`src/rtl/calseq_pkg.sv`:
```
package calseq_pkg;

  typedef enum logic [2:0] {
    MODE_IDLE    = 3'd0,
    MODE_ZS_SELF = 3'd1,
    MODE_FS_SELF = 3'd2,
    MODE_ZS_SYS  = 3'd3,
    MODE_FS_SYS  = 3'd4
  } cal_mode_e;

  typedef enum logic [1:0] {
    REG_CONV_ZS = 2'd0,
    REG_CONV_FS = 2'd1,
    REG_CH_ZS   = 2'd2,
    REG_CH_FS   = 2'd3
  } cal_reg_e;

  localparam int          RANGE_W       = 2;
  localparam logic [1:0]  RANGE_UNI_2P5 = 2'b01;

  function automatic logic is_cal_code(input logic [2:0] c);
    return (c >= 3'd1) && (c <= 3'd4);
  endfunction

endpackage

```
`src/rtl/calseq_setup.sv`:
```
// Per-channel conversion time and range register file.
module calseq_setup #(
  parameter int              NCH      = 8,
  parameter int              TW       = 16,
  parameter int              CHW      = (NCH > 1) ? $clog2(NCH) : 1,
  parameter logic [TW-1:0]   DEF_TIME = 64
) (
  input  logic                           clk,
  input  logic                           rst,
  input  logic                           wr_en,
  input  logic [CHW-1:0]                 wr_chan,
  input  logic [TW-1:0]                  wr_time,
  input  logic [calseq_pkg::RANGE_W-1:0] wr_range,
  input  logic [CHW-1:0]                 rd_chan,
  output logic [TW-1:0]                  rd_time,
  output logic [calseq_pkg::RANGE_W-1:0] rd_range
);
  logic [TW-1:0]                  time_q  [NCH];
  logic [calseq_pkg::RANGE_W-1:0] range_q [NCH];

  always_ff @(posedge clk) begin
    if (rst) begin
      for (int i = 0; i < NCH; i++) begin
        time_q[i]  <= DEF_TIME;
        range_q[i] <= '0;
      end
    end else if (wr_en) begin
      time_q[wr_chan]  <= wr_time;
      range_q[wr_chan] <= wr_range;
    end
  end

  assign rd_time  = time_q[rd_chan];
  assign rd_range = range_q[rd_chan];
endmodule

```
`src/rtl/calseq_timer.sv`:
```
// Down counter that sets the run length.
module calseq_timer #(
  parameter int TW = 16
) (
  input  logic          clk,
  input  logic          rst,
  input  logic          load,
  input  logic [TW-1:0] load_val,
  input  logic          en,
  output logic          expire
);
  logic [TW-1:0] cnt_q;

  always_ff @(posedge clk) begin
    if (rst) begin
      cnt_q <= '0;
    end else if (load) begin
      // A run of T cycles loads T-1; zero is clamped to a single cycle
      cnt_q <= (load_val == '0) ? '0 : load_val - TW'(1);
    end else if (en && (cnt_q != '0)) begin
      cnt_q <= cnt_q - TW'(1);
    end
  end

  assign expire = (cnt_q == '0);
endmodule

```
`src/rtl/calseq_bank.sv`:
```
// Calibration register storage: two converter-wide registers plus
// per-channel zero and full arrays shaped for block RAM inference.
module calseq_bank #(
  parameter int            NCH          = 8,
  parameter int            DW           = 24,
  parameter int            CHW          = (NCH > 1) ? $clog2(NCH) : 1,
  parameter logic [DW-1:0] CONV_FS_INIT = 24'h200000
) (
  input  logic           clk,
  input  logic           rst,
  input  logic           wr_en,
  input  logic [1:0]     wr_sel,
  input  logic [CHW-1:0] wr_chan,
  input  logic [DW-1:0]  wr_data,
  input  logic [1:0]     rd_sel,
  input  logic [CHW-1:0] rd_chan,
  output logic [DW-1:0]  rd_data
);
  import calseq_pkg::*;

  logic [DW-1:0] ch_zs_mem [NCH];
  logic [DW-1:0] ch_fs_mem [NCH];
  logic [DW-1:0] conv_zs_q, conv_fs_q;
  logic [DW-1:0] zs_rd_q, fs_rd_q, conv_rd_q;
  logic [1:0]    sel_q;

  always_ff @(posedge clk) begin
    if (wr_en && (wr_sel == REG_CH_ZS)) ch_zs_mem[wr_chan] <= wr_data;
  end

  always_ff @(posedge clk) begin
    if (wr_en && (wr_sel == REG_CH_FS)) ch_fs_mem[wr_chan] <= wr_data;
  end

  always_ff @(posedge clk) begin
    zs_rd_q <= ch_zs_mem[rd_chan];
    fs_rd_q <= ch_fs_mem[rd_chan];
  end

  always_ff @(posedge clk) begin
    if (rst) begin
      conv_zs_q <= '0;
      conv_fs_q <= CONV_FS_INIT;
    end else if (wr_en) begin
      if (wr_sel == REG_CONV_ZS) conv_zs_q <= wr_data;
      if (wr_sel == REG_CONV_FS) conv_fs_q <= wr_data;
    end
  end

  always_ff @(posedge clk) begin
    if (rst) begin
      sel_q     <= '0;
      conv_rd_q <= '0;
    end else begin
      sel_q     <= rd_sel;
      conv_rd_q <= (rd_sel == REG_CONV_FS) ? conv_fs_q : conv_zs_q;
    end
  end

  always_comb begin
    case (sel_q)
      REG_CH_ZS: rd_data = zs_rd_q;
      REG_CH_FS: rd_data = fs_rd_q;
      default:   rd_data = conv_rd_q;
    endcase
  end
endmodule

```
`src/rtl/calseq_ctrl.sv`:
```
// Calibration mode controller: start, timed run, store, complete or abort.
module calseq_ctrl #(
  parameter int            NCH          = 8,
  parameter int            DW           = 24,
  parameter int            TW           = 16,
  parameter int            CHW          = (NCH > 1) ? $clog2(NCH) : 1,
  parameter logic [TW-1:0] DEF_TIME     = 64,
  parameter logic [DW-1:0] CONV_FS_INIT = 24'h200000
) (
  input  logic           clk,
  input  logic           rst,
  input  logic           mode_wr_en,
  input  logic [2:0]     mode_wr_code,
  input  logic [CHW-1:0] mode_wr_chan,
  input  logic           setup_wr_en,
  input  logic [CHW-1:0] setup_wr_chan,
  input  logic [TW-1:0]  setup_wr_time,
  input  logic [1:0]     setup_wr_range,
  input  logic           meas_valid,
  input  logic [DW-1:0]  meas_value,
  input  logic           calreg_wr_en,
  input  logic [1:0]     calreg_wr_sel,
  input  logic [CHW-1:0] calreg_wr_chan,
  input  logic [DW-1:0]  calreg_wr_data,
  input  logic [1:0]     calreg_rd_sel,
  input  logic [CHW-1:0] calreg_rd_chan,
  output logic [DW-1:0]  calreg_rd_data,
  output logic [2:0]     mode_state,
  output logic [CHW-1:0] cal_chan,
  output logic [1:0]     cal_range,
  output logic [NCH-1:0] rdy_flags,
  output logic           sync_n,
  output logic           tc_pulse,
  output logic           wr_err
);
  import calseq_pkg::*;

  cal_mode_e      mode_q;
  logic [CHW-1:0] chan_q;
  logic [DW-1:0]  hold_q;
  logic [NCH-1:0] rdy_q;
  logic           sync_q, err_q, tc_q;
  logic [1:0]     range_q;

  logic [TW-1:0]  sel_time;
  logic [1:0]     sel_range;
  logic           expire;
  logic           in_cal, start, abort, finish, host_ok, host_bad;
  cal_reg_e       tgt_reg;
  logic           bank_we;
  logic [1:0]     bank_sel;
  logic [CHW-1:0] bank_chan;
  logic [DW-1:0]  bank_data;

  calseq_setup #(.NCH(NCH), .TW(TW), .CHW(CHW), .DEF_TIME(DEF_TIME)) u_setup (
    .clk      (clk),
    .rst      (rst),
    .wr_en    (setup_wr_en),
    .wr_chan  (setup_wr_chan),
    .wr_time  (setup_wr_time),
    .wr_range (setup_wr_range),
    .rd_chan  (mode_wr_chan),
    .rd_time  (sel_time),
    .rd_range (sel_range)
  );

  calseq_timer #(.TW(TW)) u_timer (
    .clk      (clk),
    .rst      (rst),
    .load     (start),
    .load_val (sel_time),
    .en       (in_cal),
    .expire   (expire)
  );

  // Control decode: a mode write always wins over completion
  assign in_cal   = (mode_q != MODE_IDLE);
  assign start    = mode_wr_en && !in_cal && is_cal_code(mode_wr_code);
  assign abort    = mode_wr_en && in_cal;
  assign finish   = in_cal && !mode_wr_en && expire;
  assign host_ok  = calreg_wr_en && !in_cal;
  assign host_bad = calreg_wr_en && in_cal;

  always_comb begin
    case (mode_q)
      MODE_ZS_SELF: tgt_reg = REG_CONV_ZS;
      MODE_FS_SELF: tgt_reg = REG_CONV_FS;
      MODE_ZS_SYS:  tgt_reg = REG_CH_ZS;
      default:      tgt_reg = REG_CH_FS;
    endcase
  end

  // Single bank write port; the two sources never overlap because the
  // host path is closed whenever a run can complete
  assign bank_we   = host_ok || finish;
  assign bank_sel  = finish ? tgt_reg : calreg_wr_sel;
  assign bank_chan = finish ? chan_q  : calreg_wr_chan;
  assign bank_data = finish ? (meas_valid ? meas_value : hold_q) : calreg_wr_data;

  calseq_bank #(.NCH(NCH), .DW(DW), .CHW(CHW), .CONV_FS_INIT(CONV_FS_INIT)) u_bank (
    .clk     (clk),
    .rst     (rst),
    .wr_en   (bank_we),
    .wr_sel  (bank_sel),
    .wr_chan (bank_chan),
    .wr_data (bank_data),
    .rd_sel  (calreg_rd_sel),
    .rd_chan (calreg_rd_chan),
    .rd_data (calreg_rd_data)
  );

  always_ff @(posedge clk) begin
    if (rst) begin
      mode_q  <= MODE_IDLE;
      chan_q  <= '0;
      hold_q  <= '0;
      rdy_q   <= '0;
      sync_q  <= 1'b1;
      err_q   <= 1'b0;
      tc_q    <= 1'b0;
      range_q <= '0;
    end else begin
      tc_q <= finish;
      if (host_bad) err_q <= 1'b1;
      if (start) begin
        mode_q  <= cal_mode_e'(mode_wr_code);
        chan_q  <= mode_wr_chan;
        hold_q  <= '0;
        rdy_q   <= '0;
        sync_q  <= 1'b1;
        range_q <= (mode_wr_code == MODE_FS_SELF) ? RANGE_UNI_2P5 : sel_range;
      end else if (abort) begin
        mode_q <= MODE_IDLE;
      end else if (finish) begin
        mode_q <= MODE_IDLE;
        rdy_q  <= '1;
        sync_q <= 1'b0;
      end else if (in_cal && meas_valid) begin
        hold_q <= meas_value;
      end
    end
  end

  assign mode_state = mode_q;
  assign cal_chan   = chan_q;
  assign cal_range  = range_q;
  assign rdy_flags  = rdy_q;
  assign sync_n     = sync_q;
  assign tc_pulse   = tc_q;
  assign wr_err     = err_q;
endmodule

```
`config.mk`:
```
export PLATFORM = sky130hd
export DESIGN_NAME = calseq_ctrl
export DESIGN_NICKNAME = d
export VERILOG_FILES = /design/src/rtl/calseq_pkg.sv /design/src/rtl/calseq_setup.sv /design/src/rtl/calseq_timer.sv /design/src/rtl/calseq_bank.sv /design/src/rtl/calseq_ctrl.sv
export SDC_FILE = /design/constraint.sdc
export NUM_CORES = 1
export LEC_CHECK = 0
export BUFFER_PORTS_ARGS = -buffer_cell sky130_fd_sc_hd__buf_2
export CORE_MARGIN = 2
export CORE_UTILIZATION = 47
export CTS_BUF_LIST = sky130_fd_sc_hd__clkbuf_4
export DETAILED_ROUTE_END_ITERATION = 8
export GPL_TIMING_DRIVEN = 1
export SYNTH_ARGS = -nofsm -noshare
export SYNTH_HDL_FRONTEND = slang
export SYNTH_SLANG_ARGS = --single-unit
```
`constraint.sdc`:
```
create_clock -name clk -period 6.8 [get_ports clk]
set_input_delay 0 -clock clk [delete_from_list [all_inputs] [get_ports clk]]
set_output_delay 0 -clock clk [all_outputs]
set_load 0.05 [all_outputs]
```
* Word-level counts from Yosys, hierarchy flattened
Memories as Yosys holds them, arrays and structs flattened. A register that Yosys moved wholly into a read port is not among the register bits.
Index checks and enable logic that the tools add are counted.
** Cells by class
- Equality and inequality tests :: 10
- Magnitude comparators :: 2
- Bitwise gates (word level) :: 2
- Multiplexer cells :: 29
- Reduce and logical (&&, ||, !) cells :: 29
- $add $sub $neg :: 2
** Operator list (number)
- 2-to-1 mux 24 bit :: 3
- 2-to-1 mux 16 bit :: 4
- case mux 24 bit (2 select lines) :: 1
- zero test 16 bit :: 2
- subtractor 16 x 1 -> 16 bit (second input constant) :: 2
- 2-to-1 mux 3 bit :: 6
- nonzero test 16 bit :: 1
- OR reduction 16 bit :: 1
- logical AND 1 bit :: 12
- 2-to-1 mux 1 bit :: 11
- == test 3 x 2 -> 1 bit (second input constant) :: 3
- == test 2 bit (second input constant) :: 4
- 2-to-1 mux 2 bit :: 3
- case mux 2 bit (3 select lines) :: 1
- AND reduction 2 bit :: 3
- nonzero test 3 bit :: 2
- == test 2 x 1 -> 1 bit (second input constant) :: 2
- OR reduction 2 bit :: 2
- == test 3 x 1 -> 1 bit (second input constant) :: 1
- >= comparator 3 x 1 -> 1 bit (second input constant) :: 1
- less-or-equal comparator 3 bit (second input constant) :: 1
- AND reduction 3 bit :: 1
- zero test 1 bit :: 2
- zero test 2 bit :: 1
- 3 further kinds :: 4
** Word-level totals
- Output and inout port bits :: 43
- Memories kept :: 4
- RAM bits :: 528
- Bits in registers :: 126
- Input port bits :: 91
** Memory list
- u_bank.ch_fs_mem :: words 8, width 24, rd ports 1, clocked after Yosys merged registers in 1, write ports 1, RTL line calseq_bank.sv:22 : logic [DW-1:0] ch_fs_mem [NCH];
- u_bank.ch_zs_mem :: words 8, width 24, rd ports 1, clocked after Yosys merged registers in 1, write ports 1, RTL line calseq_bank.sv:21 : logic [DW-1:0] ch_zs_mem [NCH];
- u_setup.time_q :: words 8, width 16, rd ports 1, clocked after Yosys merged registers in 0, write ports 8, RTL line calseq_setup.sv:18 : logic [TW-1:0] time_q [NCH];
- u_setup.range_q :: words 8, width 2, rd ports 1, clocked after Yosys merged registers in 0, write ports 8, RTL line calseq_setup.sv:19 : logic [calseq_pkg::RANGE_W-1:0] range_q [NCH];

* Depth between registers and ports, before layout
- Depth in word-level cells :: 8
- Gate-level depth with buffers :: 12
- Depth with buffers taken out :: 9

* By module
Synthesis repeated with hierarchy kept, for this count alone.
** Unflattened totals
- Cells, all modules :: 1879
- Area, all modules :: 28791.4 um2
** Modules (own cells, without submodules)
- calseq_bank :: seq. area each 13973.4 um2, area an instance 18791.8 um2, cells each 1031, instances 1
- calseq_setup :: seq. area each 4324.1 um2, area an instance 6573.8 um2, cells each 415, instances 1
- calseq_ctrl :: seq. area each 720.7 um2, area an instance 2123.3 um2, cells each 270, instances 1
- calseq_timer :: seq. area each 320.3 um2, area an instance 1302.5 um2, cells each 163, instances 1

* Worst setup path before layout
No wires, ideal clock.
- Kind :: register to register
- Start :: register mode_q[2], in the netlist mode_state[2]
- End :: memory u_bank.ch_zs_mem[3][0] (enable)
- Setup slack :: 2046 ps
- Period minus slack after synthesis :: 4754 ps
- Path buffers :: 3
- Arrival time :: 4288 ps
- Required time :: 6334 ps
- Cell stages (with the launch flop) :: 10
- Library setup time :: 466 ps
- Cell sequence :: dfxtp_1 -> clkbuf_1 -> nor3_2 -> nor2_1 -> nand3_1 -> buf_4 -> clkbuf_1 -> nand2_1 -> a21o_1 -> nor4_1
** On the way
- Longest elaborated chain between the ends :: 8
** Ends and longest elaborated chain
- start, declared :: RTL line calseq_ctrl.sv:38 : cal_mode_e mode_q;
- start signal, assigned :: RTL line calseq_ctrl.sv:126 : mode_q <= cal_mode_e'(mode_wr_code);
- branches (longest 8 deep; another with == test 3 x 2 -> 1 bit)
- end, declared :: RTL line calseq_bank.sv:21
Parallel ways; which one is timed is not known.

* Worst setup path after layout
- Start :: register u_timer.cnt_q[2]
- End :: memory u_bank.ch_fs_mem[4][21] (enable)
** On the way
- Longest elaborated chain between the ends :: 7
** Ends and longest elaborated chain
- start, declared :: RTL line calseq_timer.sv:12 : logic [TW-1:0] cnt_q;
- start signal, assigned :: RTL line calseq_timer.sv:19 : cnt_q <= (load_val == '0) ? '0 : load_val - TW'(1);
- start signal, assigned :: RTL line calseq_timer.sv:21 : cnt_q <= cnt_q - TW'(1);
- zero test 16 bit (*) :: RTL line calseq_timer.sv:25 : assign expire = (cnt_q == '0);
- logical AND 1 bit (*) :: RTL line calseq_ctrl.sv:80 : assign finish = in_cal && !mode_wr_en && expire;
- 2-to-1 mux 2 bit :: RTL line calseq_ctrl.sv:96 : assign bank_sel = finish ? tgt_reg : calreg_wr_sel;
- == test 2 bit :: RTL line calseq_bank.sv:32 : if (wr_en && (wr_sel == REG_CH_FS)) ch_fs_mem[wr_chan] <= wr_data;
- logical AND 1 bit :: RTL line calseq_bank.sv:32
- 2-to-1 mux 1 bit :: RTL line calseq_bank.sv:32
- 2-to-1 mux 1 bit (not written as such) :: RTL line calseq_bank.sv:32
- end, declared :: RTL line calseq_bank.sv:22
Mark *: on every way between the ends. The rest lies on a longest branch, timed or not.

==> flow_metrics.py <==
metrics = {
    "routing": {
        "first_iter_violations": 1226,
        "vias": 17054,
        "wl_per_cell_um": 22.2,
        "met1_length_um": 29800,
        "met2_length_um": 33900,
        "ant_nets": 0,
        "drc": 0,
        "via_per_inst": 5.40,
        "routed_wl_um": 70100,
        "wl_met3_um": 5140,
        "drt_pass1_iterations": 7,
        "top_layer": "met4",
    },
    "global_route": {
        "groute.usage.overall_pct": 23.0,
        "antenna_found_initial": 5,
        "grt_pass1_vias": 18141,
        "grt_max_degree": 63,
        "grt_overflow": 0,
        "grt_pass1_wl_um": 106000,
    },
    "cells_and_area": {
        "final_cell_area_mm2": 0.0344,
        "register_area_mm2": 0.0193,
        "final_nets": 2326,
        "final_cell_mix": "edfxtp_1, clkbuf_4, dlygate4sd3_1, dfxtp_1, nor2_1",
        "multi_input_area_mm2": 0.00865,
        "instances_no_fill": 3160,
        "drive_gt1_share_pct": 31.3,
        "finalCoreUtilization_pct": 57.3,
        "n_fill_cell": 4736,
        "syn_to_final_growth_pct": 21.3,
        "final_common_cell": "edfxtp_1",
    },
    "timing": {
        "hold_violations": 0,
        "worst_pin_slew_ns": 1.37,
        "grt_setup_unrepaired": "no",
        "finalSetupViolCount": 0,
        "period_minus_slack_ns": 3.99,
        "finClkSkew_ns": 0.0673,
        "slew_viol_final": 0,
        "tns_ns": 0,
        "slew_headroom_pct": 7.84,
        "max_freq_mhz": 251,
        "period_share_pct": 58.7,
    },
    "synthesis": {
        "synth_top_area_cell": "edfxtp_1",
        "async_flop_share_pct": 0,
        "yosys_warnings": 0,
        "ys_ff_latch": 702,
        "synth-simple-area-share_pct": 8.96,
        "synth_edf_count": 528,
        "synthXorXnorAreaFrac_pct": 0.895,
        "synthCells": 1778,
        "synth_cell_type_count": 62,
        "synthAdderAreaFrac_pct": 0.132,
        "ys.flop_type": "edfxtp_1",
        "synth_area_mm2": 0.0284,
        "synth_compound_area_share_pct": 2.42,
        "synth_nets": 1872,
        "synthTopCellsByArea": "edfxtp_1, dfxtp_1, mux4_2",
        "yosysTopAreaCellShare_pct": 55.9,
        "synth_top_family_by_area": "multiplexers",
        "muxShareOfSynthArea_pct": 17.5,
        "ys_seq_area_share_pct": 68.2,
        "synth.avg_cell_area_um2": 16.0,
    },
    "power_and_ir_drop": {
        "clkPwrFrac_pct": 38.7,
        "total_power_mw": 9.36,
        "p_seq_share_pct": 51.3,
        "leakagePower_nw": 12.1,
        "switching_share_pct": 24.3,
        "vdd_drop_max_v": 0.000161,
        "combPwrFrac_pct": 10.0,
        "p_int_mw": 7.09,
        "power_density_mw_per_mm2": 272,
        "power.switching_mw": 2.27,
    },
    "setup_path": {
        "worstPathRequired_ns": 7.37,
        "worstPathArrival_ns": 4.56,
        "path_max_fanout": 24,
        "end_kind": "flip-flop",
        "worstSetupPathType": "reg -> reg",
        "worstSetupStartpointType": "flip-flop",
    },
    "die": {
        "die-area_mm2": 0.0624,
        "die_x_um": 250,
        "rows": 90,
        "die_height_um": 250,
        "initial_utilization_pct": 47.3,
        "io_pins": 134,
        "core_area_mm2": 0.0600,
    },
    "placement": {
        "routabilityCongestion": 0.804,
        "portBuffers": 133,
        "dp.cells": 2636,
        "hpwlAfterDp_um": 39400,
        "placed_area_mm2": 0.0301,
    },
    "clocking": {
        "cts_tree": "built",
        "clkLatencyLatePin_ns": 1.02,
        "postCtsSetupBuffers": 0,
        "ctsResizeCount": 0,
        "numCtsBuffers": 177,
        "path_clk_slew_ns": 0.07,
        "root_buffer": "clkbuf_4",
        "clockBufferDepth": 3,
        "holdBufCountCts": 199,
        "cts.sinks": 702,
        "htreeDepth": 4,
    },
    "status": {
        "status": "finished, final reports clean",
    },
    "min_path": {
        "hp-class": "in -> reg",
    },
    "flow_run": {
        "maxCapViolCount": 0,
    },
}
[cell usage after synthesis, types with 8 or more instances]
library cell  instances
mux4_2              129
mux2i_2               8
xor2_1                8
nand3_1               8
o21ai_1              14
nand2_1             102
a21oi_1              75
mux2_2               53
dfxtp_1             174
o21ai_0              13
clkbuf_1             73
mux2i_1             127
nor2_1              141
xnor2_1              21
buf_1                 8
buf_4                12
or3_1                 8
buf_2                 9
or2_2                 8
edfxtp_1            528
nand2b_1             10
nor3_1               29
and2_1              136
[cell families after synthesis]
kind of cell    Yosys count
compound gates          121
xor+xnor                 29
fa+ha+maj                 3
buf+inv                 114
flops                   702
mux                     321
simple gates            488
[sequential cells by signal, summed over array words and instances (netlist names)]
| register | count |
|---|---|
| cal_chan | 3 |
| cal_range | 2 |
| hold_q | 24 |
| mode_state | 3 |
| rdy_flags | 1 |
| sync_n | 1 |
| tc_pulse | 1 |
| u_bank.ch_fs_mem | 192 |
| u_bank.ch_zs_mem | 192 |
| u_bank.conv_fs_q | 24 |
| u_bank.conv_rd_q | 24 |
| u_bank.conv_zs_q | 24 |
| u_bank.fs_rd_q | 24 |
| u_bank.sel_q | 2 |
| u_bank.zs_rd_q | 24 |
| u_setup.range_q | 16 |
| u_setup.time_q | 128 |
| u_timer.cnt_q | 16 |
| wr_err | 1 |
[critical path: stages (launching register included)]
cell and delay [ns]:
dfxtp_1 0.38, or4_1 0.60, nor3_2 0.28, nand3_2 0.12
mux2i_1 0.93, nand2_1 0.35, nor2_4 0.92
[power by group through the flow]
stage | clock network (mW) | logic (mW) | registers [mW]
3_5_place_dp | 0 | 0.846 | 4.90
2_1_floorplan | 0 | 0.579 | 4.89
5_1_grt | 3.94 | 1.01 | 4.82
3_3_place_gp | 0 | 0.838 | 4.89
4_1_cts | 3.72 | 0.937 | 4.81
6_report | 3.62 | 0.937 | 4.81
[per-layer routing]
layer  GRT usage (%)  vias to the layer above
met5               0                        -
met4            7.57                        0
met3            6.63                      122
met2            37.0                      580
met1            30.3                     8613
li1                -                     7739
[area by class of cell]
| cell class | count | share of cell area [%] |
|---|---|---|
| flip-flops and latches | 702 | 56.2 |
| well taps | 782 | 2.84 |
| clock inverters | 36 | 0.644 |
| multi-input cells | 962 | 25.1 |
| clock buffers | 282 | 6.15 |
| inverters | 5 | 0.0545 |
| diodes | 7 | 0.0509 |
| repair buffers | 384 | 8.92 |
[metrics by stage]
step | hold slack, ns | setup WS [ns]
after CTS | 0.00367 | 2.79
final | 0.138 | 2.81
after floorplan | 0.128 | 2.05
after detailed placement | 0.264 | 2.80
after global placement | 0.250 | 2.96
after global routing | 0.0790 | 2.53
[worst paths after layout]
check,startpoint,end,slack [ns],depth (start not counted)
setup / recovery,u_timer.cnt_q[2],u_bank.ch_fs_mem[4][21],2.81,6
hold / removal,calreg_wr_data[16],u_bank.ch_fs_mem[0][16],0.14,5
setup reg to reg,u_timer.cnt_q[2],u_bank.ch_fs_mem[4][21],2.81,6
hold reg to reg,u_bank.conv_fs_q[10],u_bank.conv_rd_q[10],0.43,2
Power figures use the tool's default switching activity.
